==> src/rtl/ssm_pkg.sv <==
package ssm_pkg;

   typedef enum logic [1:0] {
      LVL_LO  = 2'd0,
      LVL_MID = 2'd1,
      LVL_HI  = 2'd2
   } lvl_t;

   localparam int LO_COLS = 5;
   localparam int HI_COLS = 4;
   localparam int LO_ROWS = 4;
   localparam int HI_ROWS = 5;

   // code 2'b11 is invalid and folds onto the middle level
   function automatic lvl_t code_to_lvl(input logic [1:0] code);
      case (code)
         2'b00:   code_to_lvl = LVL_LO;
         2'b10:   code_to_lvl = LVL_HI;
         default: code_to_lvl = LVL_MID;
      endcase
   endfunction

endpackage

==> src/rtl/ssm_sel_decode.sv <==
module ssm_sel_decode
   import ssm_pkg::*;
(
   input  logic [1:0] code_first,
   input  logic [1:0] code_second,
   output logic       hi_range,
   output logic [2:0] column
);

   logic [1:0] codes [2];
   lvl_t       lvl   [2];

   assign codes[0] = code_first;
   assign codes[1] = code_second;

   for (genvar gi = 0; gi < 2; gi++) begin : g_lvl
      assign lvl[gi] = code_to_lvl(codes[gi]);
   end

   always_comb begin
      hi_range = 1'b0;
      column   = 3'd0;
      unique case ({lvl[0], lvl[1]})
         {LVL_MID, LVL_MID}: begin hi_range = 1'b0; column = 3'd0; end
         {LVL_MID, LVL_LO }: begin hi_range = 1'b0; column = 3'd1; end
         {LVL_HI,  LVL_LO }: begin hi_range = 1'b0; column = 3'd2; end
         {LVL_LO,  LVL_LO }: begin hi_range = 1'b0; column = 3'd3; end
         {LVL_LO,  LVL_MID}: begin hi_range = 1'b0; column = 3'd4; end
         {LVL_HI,  LVL_MID}: begin hi_range = 1'b1; column = 3'd0; end
         {LVL_LO,  LVL_HI }: begin hi_range = 1'b1; column = 3'd1; end
         {LVL_HI,  LVL_HI }: begin hi_range = 1'b1; column = 3'd2; end
         {LVL_MID, LVL_HI }: begin hi_range = 1'b1; column = 3'd3; end
         default:            begin hi_range = 1'b0; column = 3'd0; end
      endcase
   end

   // the column always fits the range it indexes
   always_comb begin
      a_col_range_r2: assert (hi_range ? (column < 3'(HI_COLS)) : (column < 3'(LO_COLS)))
         else $error("decoded column out of range");
   end

endmodule

==> src/rtl/ssm_amp_table.sv <==
module ssm_amp_table
   import ssm_pkg::*;
#(
   parameter int BAND_W  = 3,
   parameter int AMP_W   = 9,
   parameter bit REG_OUT = 1'b0
)(
   input  logic              clk,
   input  logic              rst_n,
   input  logic              hi_range,
   input  logic [2:0]        column,
   input  logic [BAND_W-1:0] band,
   output logic [AMP_W-1:0]  ptp
);

   localparam int LO_N = LO_ROWS * LO_COLS;
   localparam int HI_N = HI_ROWS * HI_COLS;

   // peak-to-peak spread in 0.01 % units, row-major
   localparam int LO_TBL [LO_N] = '{
      430, 390, 330, 290, 270,
      400, 360, 310, 260, 250,
      380, 340, 290, 250, 240,
      350, 310, 270, 220, 210 };
   localparam int HI_TBL [HI_N] = '{
      300, 240, 150, 130,
      270, 210, 140, 110,
      260, 200, 130, 110,
      260, 200, 130, 110,
      250, 180, 120, 100 };

   if (BAND_W < 3) begin : g_bad_band
      $error("BAND_W must cover all upper-range rows");
   end
   if (AMP_W < 9) begin : g_bad_amp
      $error("AMP_W too narrow for the largest spread");
   end

   int row;
   int idx;
   logic [AMP_W-1:0] ptp_c;

   always_comb begin
      if (hi_range)
         row = (int'(band) >= HI_ROWS) ? HI_ROWS - 1 : int'(band);
      else
         row = (int'(band) >= LO_ROWS) ? LO_ROWS - 1 : int'(band);
      if (hi_range) begin
         idx   = row * HI_COLS + int'(column);
         ptp_c = (idx < HI_N) ? AMP_W'(HI_TBL[idx]) : '0;
      end else begin
         idx   = row * LO_COLS + int'(column);
         ptp_c = (idx < LO_N) ? AMP_W'(LO_TBL[idx]) : '0;
      end
   end

   if (REG_OUT) begin : g_reg
      always_ff @(posedge clk or negedge rst_n) begin
         if (!rst_n) ptp <= '0;
         else        ptp <= ptp_c;
      end
   end else begin : g_comb
      logic unused_clk;
      assign unused_clk = clk ^ rst_n;
      assign ptp = ptp_c;
   end

endmodule

==> src/rtl/ssm_tri_gen.sv <==
module ssm_tri_gen #(
   parameter int PERIOD    = 2332,
   parameter int AMP_W     = 9,
   parameter int OFS_W     = 10,
   parameter int MAX_PEAK  = 215
)(
   input  logic                    clk,
   input  logic                    rst_n,
   input  logic                    en,
   input  logic [AMP_W-1:0]        peak_in,
   output logic signed [OFS_W-1:0] offset
);

   localparam int Q    = PERIOD / 4;
   localparam int QCW  = $clog2(Q);
   localparam int EW   = QCW + 1;
   localparam logic signed [OFS_W-1:0] ONE = OFS_W'(1);

   if (PERIOD % 4 != 0) begin : g_bad_period
      $error("PERIOD must split into four equal quarters");
   end
   if (MAX_PEAK > Q) begin : g_bad_peak
      $error("peak above quarter length would need two steps per cycle");
   end
   if (OFS_W <= AMP_W) begin : g_bad_ofs
      $error("OFS_W must exceed AMP_W to hold signed peaks");
   end
   if (AMP_W > EW) begin : g_bad_err
      $error("error accumulator narrower than amplitude");
   end

   logic                    run;
   logic [1:0]              qi;
   logic [QCW-1:0]          qc;
   logic [EW-1:0]           err;
   logic [AMP_W-1:0]        amp_r;
   logic signed [OFS_W-1:0] ofs;

   logic          at_zero, wrap_q, per_end, rising, step;
   logic [EW-1:0] err_sum, err_n;

   always_comb begin
      at_zero = (qc == '0) && !qi[0];
      wrap_q  = (qc == QCW'(Q - 1));
      per_end = wrap_q && (qi == 2'd3);
      rising  = (qi == 2'd0) || (qi == 2'd3);
      err_sum = err + EW'(amp_r);
      step    = (err_sum >= EW'(Q));
      err_n   = step ? err_sum - EW'(Q) : err_sum;
   end

   always_ff @(posedge clk or negedge rst_n) begin
      if (!rst_n) begin
         run   <= 1'b0;
         qi    <= '0;
         qc    <= '0;
         err   <= '0;
         amp_r <= '0;
         ofs   <= '0;
      end else if (!run || (!en && at_zero)) begin
         run   <= run ? 1'b0 : en;
         qi    <= '0;
         qc    <= '0;
         err   <= '0;
         ofs   <= '0;
         amp_r <= peak_in;
      end else begin
         qc  <= wrap_q ? '0 : qc + 1'b1;
         if (wrap_q) qi <= qi + 2'd1;
         err <= err_n;
         if (step) ofs <= rising ? ofs + ONE : ofs - ONE;
         if (per_end) amp_r <= peak_in;
      end
   end

   assign offset = ofs;

   logic signed [OFS_W-1:0] amp_s;
   assign amp_s = OFS_W'(amp_r);

   p_bound_r6: assert property (@(posedge clk) disable iff (!rst_n)
      (ofs <= amp_s) && (ofs >= -amp_s));

   p_slew_r6: assert property (@(posedge clk) disable iff (!rst_n)
      run |=> (ofs == $past(ofs)) || (ofs == $past(ofs) + ONE) || (ofs == $past(ofs) - ONE));

   p_quarter_exact_r5: assert property (@(posedge clk) disable iff (!rst_n)
      (run && qc == '0) |-> (err == '0));

   p_idle_zero_r7: assert property (@(posedge clk) disable iff (!rst_n)
      !run |-> (ofs == '0));

   p_stop_at_zero_r8: assert property (@(posedge clk) disable iff (!rst_n)
      $fell(run) |-> ($past(ofs) == '0));

   p_amp_hold_r9: assert property (@(posedge clk) disable iff (!rst_n)
      (run && !per_end && !(!en && at_zero)) |=> $stable(amp_r));

endmodule

==> src/rtl/ssm_ctrl.sv <==
module ssm_ctrl #(
   parameter int PERIOD   = 2332,
   parameter int BAND_W   = 3,
   parameter int AMP_W    = 9,
   parameter int OFS_W    = 10,
   parameter bit REG_LUT  = 1'b0
)(
   input  logic                    clk,
   input  logic                    rst_n,
   input  logic                    spread_en,
   input  logic [1:0]              sel_first,
   input  logic [1:0]              sel_second,
   input  logic [BAND_W-1:0]       band_idx,
   output logic signed [OFS_W-1:0] offset_o
);

   localparam int MAX_PEAK = 215;

   logic             hi_range;
   logic [2:0]       column;
   logic [AMP_W-1:0] ptp;
   logic [AMP_W-1:0] peak;

   ssm_sel_decode u_dec (
      .code_first  (sel_first),
      .code_second (sel_second),
      .hi_range    (hi_range),
      .column      (column)
   );

   ssm_amp_table #(
      .BAND_W  (BAND_W),
      .AMP_W   (AMP_W),
      .REG_OUT (REG_LUT)
   ) u_tbl (
      .clk      (clk),
      .rst_n    (rst_n),
      .hi_range (hi_range),
      .column   (column),
      .band     (band_idx),
      .ptp      (ptp)
   );

   assign peak = ptp >> 1;

   ssm_tri_gen #(
      .PERIOD   (PERIOD),
      .AMP_W    (AMP_W),
      .OFS_W    (OFS_W),
      .MAX_PEAK (MAX_PEAK)
   ) u_tri (
      .clk     (clk),
      .rst_n   (rst_n),
      .en      (spread_en),
      .peak_in (peak),
      .offset  (offset_o)
   );

   p_reset_zero_r10: assert property (@(posedge clk) disable iff (!rst_n)
      $rose(rst_n) |-> (offset_o == '0));

endmodule

==> config.mk <==
export PLATFORM = sky130hd
export DESIGN_NAME = ssm_ctrl
export DESIGN_NICKNAME = d
export VERILOG_FILES = /design/src/rtl/ssm_pkg.sv /design/src/rtl/ssm_sel_decode.sv /design/src/rtl/ssm_amp_table.sv /design/src/rtl/ssm_tri_gen.sv /design/src/rtl/ssm_ctrl.sv
export SDC_FILE = /design/constraint.sdc
export NUM_CORES = 1
export LEC_CHECK = 0
export CAP_MARGIN = 20
export CORE_MARGIN = 3
export CORE_UTILIZATION = 55
export DETAILED_ROUTE_END_ITERATION = 16
export PLACE_DENSITY = 0.74
export SKIP_CTS_REPAIR_TIMING = 1
export SYNTH_ARGS = -nofsm -noshare
export SYNTH_HDL_FRONTEND = slang
export SYNTH_HIERARCHICAL = 1
export SYNTH_SLANG_ARGS = --single-unit
==> constraint.sdc <==
create_clock -name clk -period 7.25 [get_ports clk]
set_input_delay 1.45 -clock clk [delete_from_list [all_inputs] [get_ports clk]]
set_output_delay 1.45 -clock clk [all_outputs]
set_load 0.1 [all_outputs]
# == Word level (Yosys, flattened, before mapping) ==
# Memory sizes are Yosys's and may differ from the RTL's.
# Index checks and enable logic that the tools add are counted.
# classes
n_addsub,8
mul,1
order_cmp,7
n_eq_ne,4
n_mux,24
bitwise_logic,2
reduce_logical,15
# ops
operator,count
$mux 9,9
$add 32x4->32,2
$ge 32x6->1 const B,2
$lt 32x6->1 const B,2
$not 32->32,2
$mux 10,5
$mul 32x4->32 const B,1
$mux 32,1
$mux 11,2
$add 11x9->11,1
$ge 11x10->1 const B,1
$sub 11x10->11 const B,1
$add 10x1->10 const B,1
$add 10x2->10 const B,1
$eq 10x10->1 const B,1
$logic_not 10->1,1
$sub 10x2->10 const B,1
$pmux 2 s2,2
$eq 2x2->1 const B,3
$ge 3x3->1 const B,2
$logic_not 2->1,3
$mux 3,2
$reduce_bool 2->1,3
$mux 2,2
5 further kinds,10
# totals
register_bits,43
romBits,2112
in_bits,10
out_inout_bits,10
word_cells,70
memories,3
# memory_table
memory,words,word_bits,read_ports,rd_clocked_by_memory_dff,write_ports,line_no,source
(no name shown),32,32,1,0,0,ssm_amp_table.sv:50,ptp_c = (idx < HI_N) ? AMP_W'(HI_TBL[idx]) : '0;
(no name shown),32,32,1,0,0,ssm_amp_table.sv:53,ptp_c = (idx < LO_N) ? AMP_W'(LO_TBL[idx]) : '0;
(no name shown),16,4,1,0,0,ssm_sel_decode.sv:23,"unique case ({lvl[0], lvl[1]})"

# == Logic depth before layout (Yosys ltp) ==
# Gate-level depths: netlist of run 1.
# An unclocked memory read counts as a cell.
# logic_depth
ltp_word,14
depth_mapped,14
ltp_nobuf,13

# == Hierarchy ==
# The synthesis of run 1 kept the hierarchy.
# by_module_without_submodules
module,instances,cells_per_inst,area_per_inst_um2,seq_area_each_um2
ssm_tri_gen,1,319,2980.4,1076.0
ssm_amp_table,1,122,982.2,0.0
ssm_sel_decode,1,7,48.8,0.0
ssm_ctrl,1,1,3.8,0.0

# == Worst setup path after synthesis of run 1 ==
# OpenSTA, ideal clock, no wires.
# synth_timing
path_type,input-to-reg
from,in sel_first[0]
to,reg u_tri.amp_r[1]
setup_ps,66
arrival_ps,4618
required_ps,7184
path_slack_ps,2566
stages,11
path_buffers,0
path_cell_list,nor2b_1 -> a211oi_1 -> ha_1 -> ha_1 -> fa_1 -> xnor2_1 -> mux2_1 -> a221o_1 -> mux2_2 -> o22ai_2 -> mux2_2
# synth_between
elab_cells_between_ends,23
classes_between,add/sub (2); mul (1); order compare (2); eq/ne (1); mux (11); bitwise (2); reduce/logical (1); memory (3)
# synth_rtl
item,line_no,source
from (decl),ssm_ctrl.sv:11,"input logic [1:0] sel_first,"
$eq 2x2->1 / $logic_not 2->1 (equally long branches),ssm_pkg.sv:16,case (code)
$pmux 2 s2 *,ssm_pkg.sv:16,
$mem_v2 16x4 *,-,
via column[1],ssm_ctrl.sv:20,logic [2:0] column;
$add 32x4->32 (on tied branches),"ssm_amp_table.sv:52, ssm_amp_table.sv:49",
$not 32->32 (on tied branches),"ssm_amp_table.sv:53, ssm_amp_table.sv:50",
$mem_v2 32x32 (on tied branches),-,
$mux 9 (on tied branches) (3 in series),"ssm_amp_table.sv:53, ssm_amp_table.sv:50",
$mux 9 *,ssm_amp_table.sv:48,if (hi_range) begin
via ptp[2],ssm_ctrl.sv:21,logic [AMP_W-1:0] ptp;
$mux 9,ssm_tri_gen.sv:72,if (per_end) amp_r <= peak_in;
$mux 9 *,ssm_tri_gen.sv:60,end else if (!run || (!en && at_zero)) begin
to (signal assigned),ssm_tri_gen.sv:66,amp_r <= peak_in;
to (signal assigned),ssm_tri_gen.sv:72,
to (decl),ssm_tri_gen.sv:36,logic [AMP_W-1:0] amp_r;
# Mark *: on every way through the listed nets, which the timed path passes. The rest lies on a longest branch. The select of a mux whose other input is x is not followed.
# A chain may end at the register's enable or synchronous reset.

# == Worst setup path after layout of run 1 ==
# layout_timing
from,in sel_first[1]
to,reg u_tri.amp_r[1]
# layout_between
elab_chain_cells,14
elab_cells_between_ends,23
classes_between,add/sub (2); mul (1); order compare (2); eq/ne (1); mux (11); bitwise (2); reduce/logical (1); memory (3)
# layout_lines
item,line_no,source
$eq 2x2->1 / $logic_not 2->1 (equally long branches),ssm_pkg.sv:16,
$pmux 2 s2 *,ssm_pkg.sv:16,
$mem_v2 16x4 *,-,
via hi_range,ssm_ctrl.sv:19,logic hi_range;
$mux 32,ssm_amp_table.sv:44,if (hi_range)
$mul 32x4->32,ssm_amp_table.sv:52,idx = row * LO_COLS + int'(column);
$add 32x4->32,ssm_amp_table.sv:52,
$not 32->32 (not written as such),ssm_amp_table.sv:53,
$mem_v2 32x32,-,
$mux 9 (not written as such) (2 in series),ssm_amp_table.sv:53,
$mux 9,ssm_amp_table.sv:53,
$mux 9 *,ssm_amp_table.sv:48,
via ptp[2],ssm_ctrl.sv:21,
$mux 9,ssm_tri_gen.sv:72,
$mux 9 *,ssm_tri_gen.sv:60,
# Marks and branches as above.

==> flow_summary.json, run 1 <==
{
  "synth.cell_area_mm2": 0.004004,
  "ir_drop_uv": 238.7,
  "area_delta_synth_final_pct": 10.50,
  "syn_inst": 447,
  "hp-class": "reg2reg",
  "drt_iter0_drc": 127,
  "path_max_fanout": 11,
  "cts.sinks": 43,
  "hold_viol_final": 0,
  "post-route-period-util": 0.7000,
  "rsz0062_at_grt": "no",
  "crit_path_frequent_cell": "mux2_2",
  "gr-usage-all-layers": 0.2185,
  "syn_area_per_cell_um2": 8.957,
  "grt_max_degree": 44,
  "powerDensity_mw_per_mm2": 427.4,
  "slew_violations": 0,
  "nets": 526,
  "io_pins": 20,
  "gp_congestion": 0.8621,
  "worst_ep_arrival_time_ns": 5.32,
  "die_w_um": 91.32,
  "hpwl_um": 6459,
  "finClkSkew_ns": 0.006860,
  "leakagePower_nw": 1.994,
  "port_buffers": 19,
  "cts-buffers-inserted": 5,
  "utilization": 0.6371,
  "critPathCaptureType": "flop",
  "routed_wl_um": 8758,
  "wire_per_inst_um": 15.58,
  "first_pass_iters": 4,
  "path_clk_slew_ns": 0.09,
  "clock_latency_ns": 0.30,
  "yosys_warnings": 6,
  "start_kind": "input port",
  "cpMaxStageDelayCell": "fa_1",
  "synth_nets": 508,
  "antenna_found_initial": 0,
  "drcViolationCount": 0,
  "n_fill_cell": 587,
  "ant_nets": 0,
  "critical_path.max_stage_delay_ns": 0.50,
  "core_area_mm2": 0.006944,
  "post-route-min-period_ns": 5.075,
  "antenna_cells": 0,
  "fmax_ghz": 0.1971,
  "setup_tns_ns": 0,
  "status": "finished, final reports clean",
  "crit_type": "in2reg",
  "crit_path_cell_trace": "clkdlybuf4s50_1 -> nor2b_1 -> mux2_4 -> inv_1 -> mux2_2 -> ha_1 -> ha_1 -> fa_1 -> xnor2_1 -> buf_4 -> mux2_1 -> a221o_1 -> mux2_2 -> o22ai_2 -> mux2_2",
  "worstMarginPinSlew_ns": 0.9813,
  "grt_pass1_wl_um": 15340,
  "worst_ep_required_time_ns": 7.49,
  "drive_gt1_frac": 0.1094,
  "via_count": 3426,
  "initial_core_util": 0.5766,
  "cap_violations": 0,
  "vias_per_cell": 6.096,
  "grt_pass1_vias": 3352,
  "dieHeight_um": 91.32,
  "cts_tree": "yes",
  "root_buffer": "clkbuf_8",
  "htreeDepth": 2,
  "rows": 30,
  "cts_buffer_depth": 2,
  "finalSetupViolCount": 0,
  "overflow": 0,
  "max_slew_margin": 0.3438,
  "dieArea_mm2": 0.008339
}
==> metal layers <==
metal	wire length, µm	track usage	part of all wire	vias up
li1	-	-	-	1711
met3	257	0.02983	0.029	12
met1	4201	0.2940	0.48	1647
met5	0	0	0	-
met2	4192	0.3697	0.48	56
met4	106	0.05653	0.012	0
==> report_power, final <==
part / switching, mW / leakage (nW) / internal (mW) / total, mW
clock network: 0.0892 / 0.0644 / 0.137 / 0.227
logic: 0.780 / 1.37 / 0.509 / 1.29
registers: 0.0548 / 0.559 / 0.320 / 0.375
==> flip-flops by register name (all words and copies together), names as in the netlist <==
| name | flops |
|---|---|
| u_tri/amp_r | 9 |
| u_tri/err | 11 |
| u_tri/offset | 10 |
| u_tri/qc | 10 |
| u_tri/qi | 2 |
| u_tri/run | 1 |
==> worst max-delay path, delay by kind of cell <==
| kind | cells | cell delay [ns] |
|---|---|---|
| buf+inv | 3 | 0.73 |
| mux | 5 | 1.29 |
| compound gates | 2 | 0.40 |
| fa+ha+maj | 3 | 1.14 |
| simple gates | 1 | 0.16 |
| xor+xnor | 1 | 0.16 |
==> cell type report <==
type                            instances  area [µm²]  area share
Clock buffer                            5       68.82     0.01555
Clock inverter                          3       67.56     0.01527
Inverter                               18       67.56     0.01527
Multi-Input combinational cell        374        2809      0.6349
Sequential cell                        43        1076      0.2432
Tap cell                               96       120.1     0.02715
Timing Repair Buffer                   23       215.2     0.04864
==> metrics by stage <==
step	area (µm²)	hold WS [ns]	worst slack (ns)	power [mW]	std cells
floorplan	4004	0.4687	2.566	1.389	447
global placement	4280	0.4906	1.947	1.618	553
detailed placement	4280	0.5034	1.869	1.646	553
CTS	4417	0.5189	2.178	1.887	561
global route	4424	0.5494	1.997	2.057	562
finish	4424	0.5191	2.175	1.891	562
==> final timing paths <==
path	from	endpoint	slack (ns)	cells past startpoint
max in group asynchronous	rst_n	u_tri/amp_r[0]$_DFFE_PN0P_	5.36	1
worst min register to register	u_tri/qc[0]$_DFF_PN0_	u_tri/qc[0]$_DFF_PN0_	0.52	1
worst min-delay path	u_tri/qc[0]$_DFF_PN0_	u_tri/qc[0]$_DFF_PN0_	0.52	1
worst max-delay path	sel_first[1]	u_tri/amp_r[1]$_DFFE_PN0P_	2.18	15
worst max register to register	u_tri/amp_r[0]$_DFFE_PN0P_	u_tri/err[2]$_DFF_PN0_	3.53	9
min in group asynchronous	rst_n	u_tri/err[10]$_DFF_PN0_	1.30	1
==> layout by cell type (no fill, tap or decap), types with 9 or more instances in the layout <==
cell type         n
a21oi_1          27
clkdlybuf4s50_1  18
dfrtp_1          43
ha_1             48
inv_1            18
mux2_2           18
mux2i_1          10
nand2_1          18
nand3_1          21
nor2_1           38
nor3_1           19
o21ai_0          19
or2_2             9
xnor2_1          15
xor2_1            9
Power figures use the tool's default switching activity.
==> run 2: changes to the inputs <==
- PLACE_DENSITY: 0.74 -> 0.77
- clock period: 7.25 -> 4.55 ns (I/O delays scaled with it)
==> flow_summary.json, run 2 (synthesis gave the netlist of run 1 again) <==
{
  "status": "finished, final reports clean",
  "dp_cells": 568,
  "vias_per_cell": 6.144,
  "post-route-period-util": 0.9521,
  "antenna_cells": 0,
  "max_slew_margin": 0.3510,
  "start_kind": "input port",
  "first_pass_iters": 5,
  "hp-class": "reg2reg",
  "switchingPower_mw": 1.518,
  "ir_drop_uv": 417.3,
  "port_buffers": 19,
  "post-place-ws_ns": -0.09960,
  "antenna_found_initial": 0,
  "holdPathEnd": "u_tri/qc[0]$_DFF_PN0_",
  "root_buffer": "clkbuf_8",
  "leakagePower_nw": 2.049,
  "io_pins": 20,
  "use_met3": 0.02568,
  "crit_path_frequent_cell": "mux2_2",
  "met2_usage": 0.3863,
  "rows": 30,
  "seqPwrFrac": 0.200,
  "place_area_mm2": 0.004393,
  "path_max_fanout": 4,
  "initial_core_util": 0.5766,
  "gp_congestion": 0.9252,
  "worst_ep_arrival_time_ns": 4.58,
  "top_register": "u_tri/err",
  "grt_pass1_wl_um": 15720,
  "cpMaxStageDelayCell": "fa_1",
  "htreeDepth": 2,
  "area_delta_synth_final_pct": 12.41,
  "whs_ns": 0.5084,
  "hpwl_um": 6715,
  "n_fill_cell": 564,
  "cts_tree": "yes",
  "fin_cells": 576,
  "clkPwrFrac": 0.089,
  "crit_type": "in2reg",
  "powerDensity_mw_per_mm2": 663.8,
  "wire_per_inst_um": 15.95,
  "swShare": 0.5081,
  "cap_violations": 0,
  "via_count": 3539,
  "path_clk_slew_ns": 0.10,
  "cts.sinks": 43,
  "drt_iter0_drc": 242,
  "worstReg2RegStart": "u_tri/amp_r[0]$_DFFE_PN0P_",
  "dieHeight_um": 91.32,
  "cts-buffers-inserted": 5,
  "cts_buffer_depth": 2,
  "worstHoldStart": "u_tri/qc[0]$_DFF_PN0_",
  "layout_commonest_cell": "ha_1",
  "overflow": 0,
  "finalSetupViolCount": 0,
  "utilization": 0.6481,
  "design_area_mm2": 0.004501,
  "layout_common_cells": "ha_1, dfrtp_1, nor2_1",
  "combPwrFrac": 0.711,
  "routed_wl_um": 9186,
  "fmax_ghz": 0.2308,
  "rr_endpoint": "u_tri/err[7]$_DFF_PN0_",
  "worst_ep_required_time_ns": 4.80,
  "die_w_um": 91.32,
  "core_area_mm2": 0.006944,
  "nets": 540,
  "slew_violations": 0,
  "worstMarginPinSlew_ns": 0.9705,
  "top_usage_layer": "met2",
  "grt_pass1_vias": 3437,
  "critPathCaptureType": "flop",
  "grt.met1_usage": 0.3015,
  "fin_ws_ns": 0.2178,
  "r2r_slack_ns": 0.85,
  "largest_register_ffs": 11,
  "critical_path.max_stage_delay_ns": 0.48,
  "clock_latency_ns": 0.30,
  "ant_nets": 0,
  "gr-usage-all-layers": 0.2216,
  "post-route-min-period_ns": 4.332,
  "whs_path_depth": 1,
  "drive_gt1_frac": 0.1396,
  "hold_viol_final": 0,
  "rr_worst_depth": 9,
  "crit_path_cell_trace": "clkdlybuf4s50_1 -> nor2b_1 -> mux2_4 -> inv_1 -> mux2_2 -> ha_1 -> ha_1 -> fa_1 -> xnor2_1 -> mux2_1 -> a221o_1 -> mux2_2 -> o22ai_2 -> mux2_2",
  "drcViolationCount": 0,
  "startpoint": "sel_first[1]",
  "dieArea_mm2": 0.008339,
  "rsz0062_at_grt": "no",
  "internal_power_mw": 1.469,
  "grt_max_degree": 44,
  "finClkSkew_ns": 0.008611
}
==> run 2: cell count changes in the layout (fill, tap and decap cells not counted) <==
cell	before	now
clkinvlp_4	1	0
inv_6	0	2
clkinv_4	0	1
xor2_2	0	1
a211oi_1	7	6
buf_4	4	18
a211oi_2	2	3
bufinv_16	2	0
xor2_1	9	8
==> run 2: layout make-up <==
cell class / count / area (µm²) / area share
clock inverter: 3 / 26.28 / 0.005838
multi-input combinational: 374 / 2821 / 0.6269
sequential: 43 / 1076 / 0.2391
tap: 96 / 120.1 / 0.02669
inverter: 18 / 67.56 / 0.01501
clock buffer: 5 / 68.82 / 0.01529
timing repair buffer: 37 / 320.3 / 0.07117
==> run 2: worst max-delay path by stage <==
stage | end | slack, ns | cells past startpoint
after floorplan | u_tri/amp_r[1]$_DFFE_PN0P_ | 0.41 | 11
after global placement | u_tri/amp_r[1]$_DFFE_PN0P_ | -0.01 | 14
after detailed placement | u_tri/amp_r[3]$_DFFE_PN0P_ | -0.1 | 16
after CTS | u_tri/amp_r[3]$_DFFE_PN0P_ | 0.21 | 16
after global routing | u_tri/amp_r[1]$_DFFE_PN0P_ | 0.04 | 14
final | u_tri/amp_r[1]$_DFFE_PN0P_ | 0.22 | 14
==> run 2: critical path, delay by kind of cell <==
kind	cells	cell delay, ns
mux	5	1.25
simple gates	1	0.16
xor+xnor	1	0.22
fa+ha+maj	3	1.11
compound gates	2	0.41
buf+inv	2	0.52
==> run 2: routing by layer <==
layer / routed length (µm) / part of all wire
met1: 4293 / 0.47
met2: 4522 / 0.49
met3: 312 / 0.034
met4: 57 / 0.0062
met5: 0 / 0
==> run 2: metrics by stage <==
step	setup TNS (ns)	power, mW
after floorplan	0	2.213
after global placement	-0.01095	2.608
after detailed placement	-0.5611	2.669
after CTS	0	2.959
after global routing	0	3.245
final	0	2.988
==> run 2: power by group through the flow <==
stage	sequential, mW	combinational (mW)	clock, mW
detailed placement	0.604	2.06	0
floorplan	0.685	1.53	0
finish	0.597	2.12	0.267
CTS	0.597	2.09	0.275
global placement	0.600	2.01	0
global route	0.614	2.34	0.289
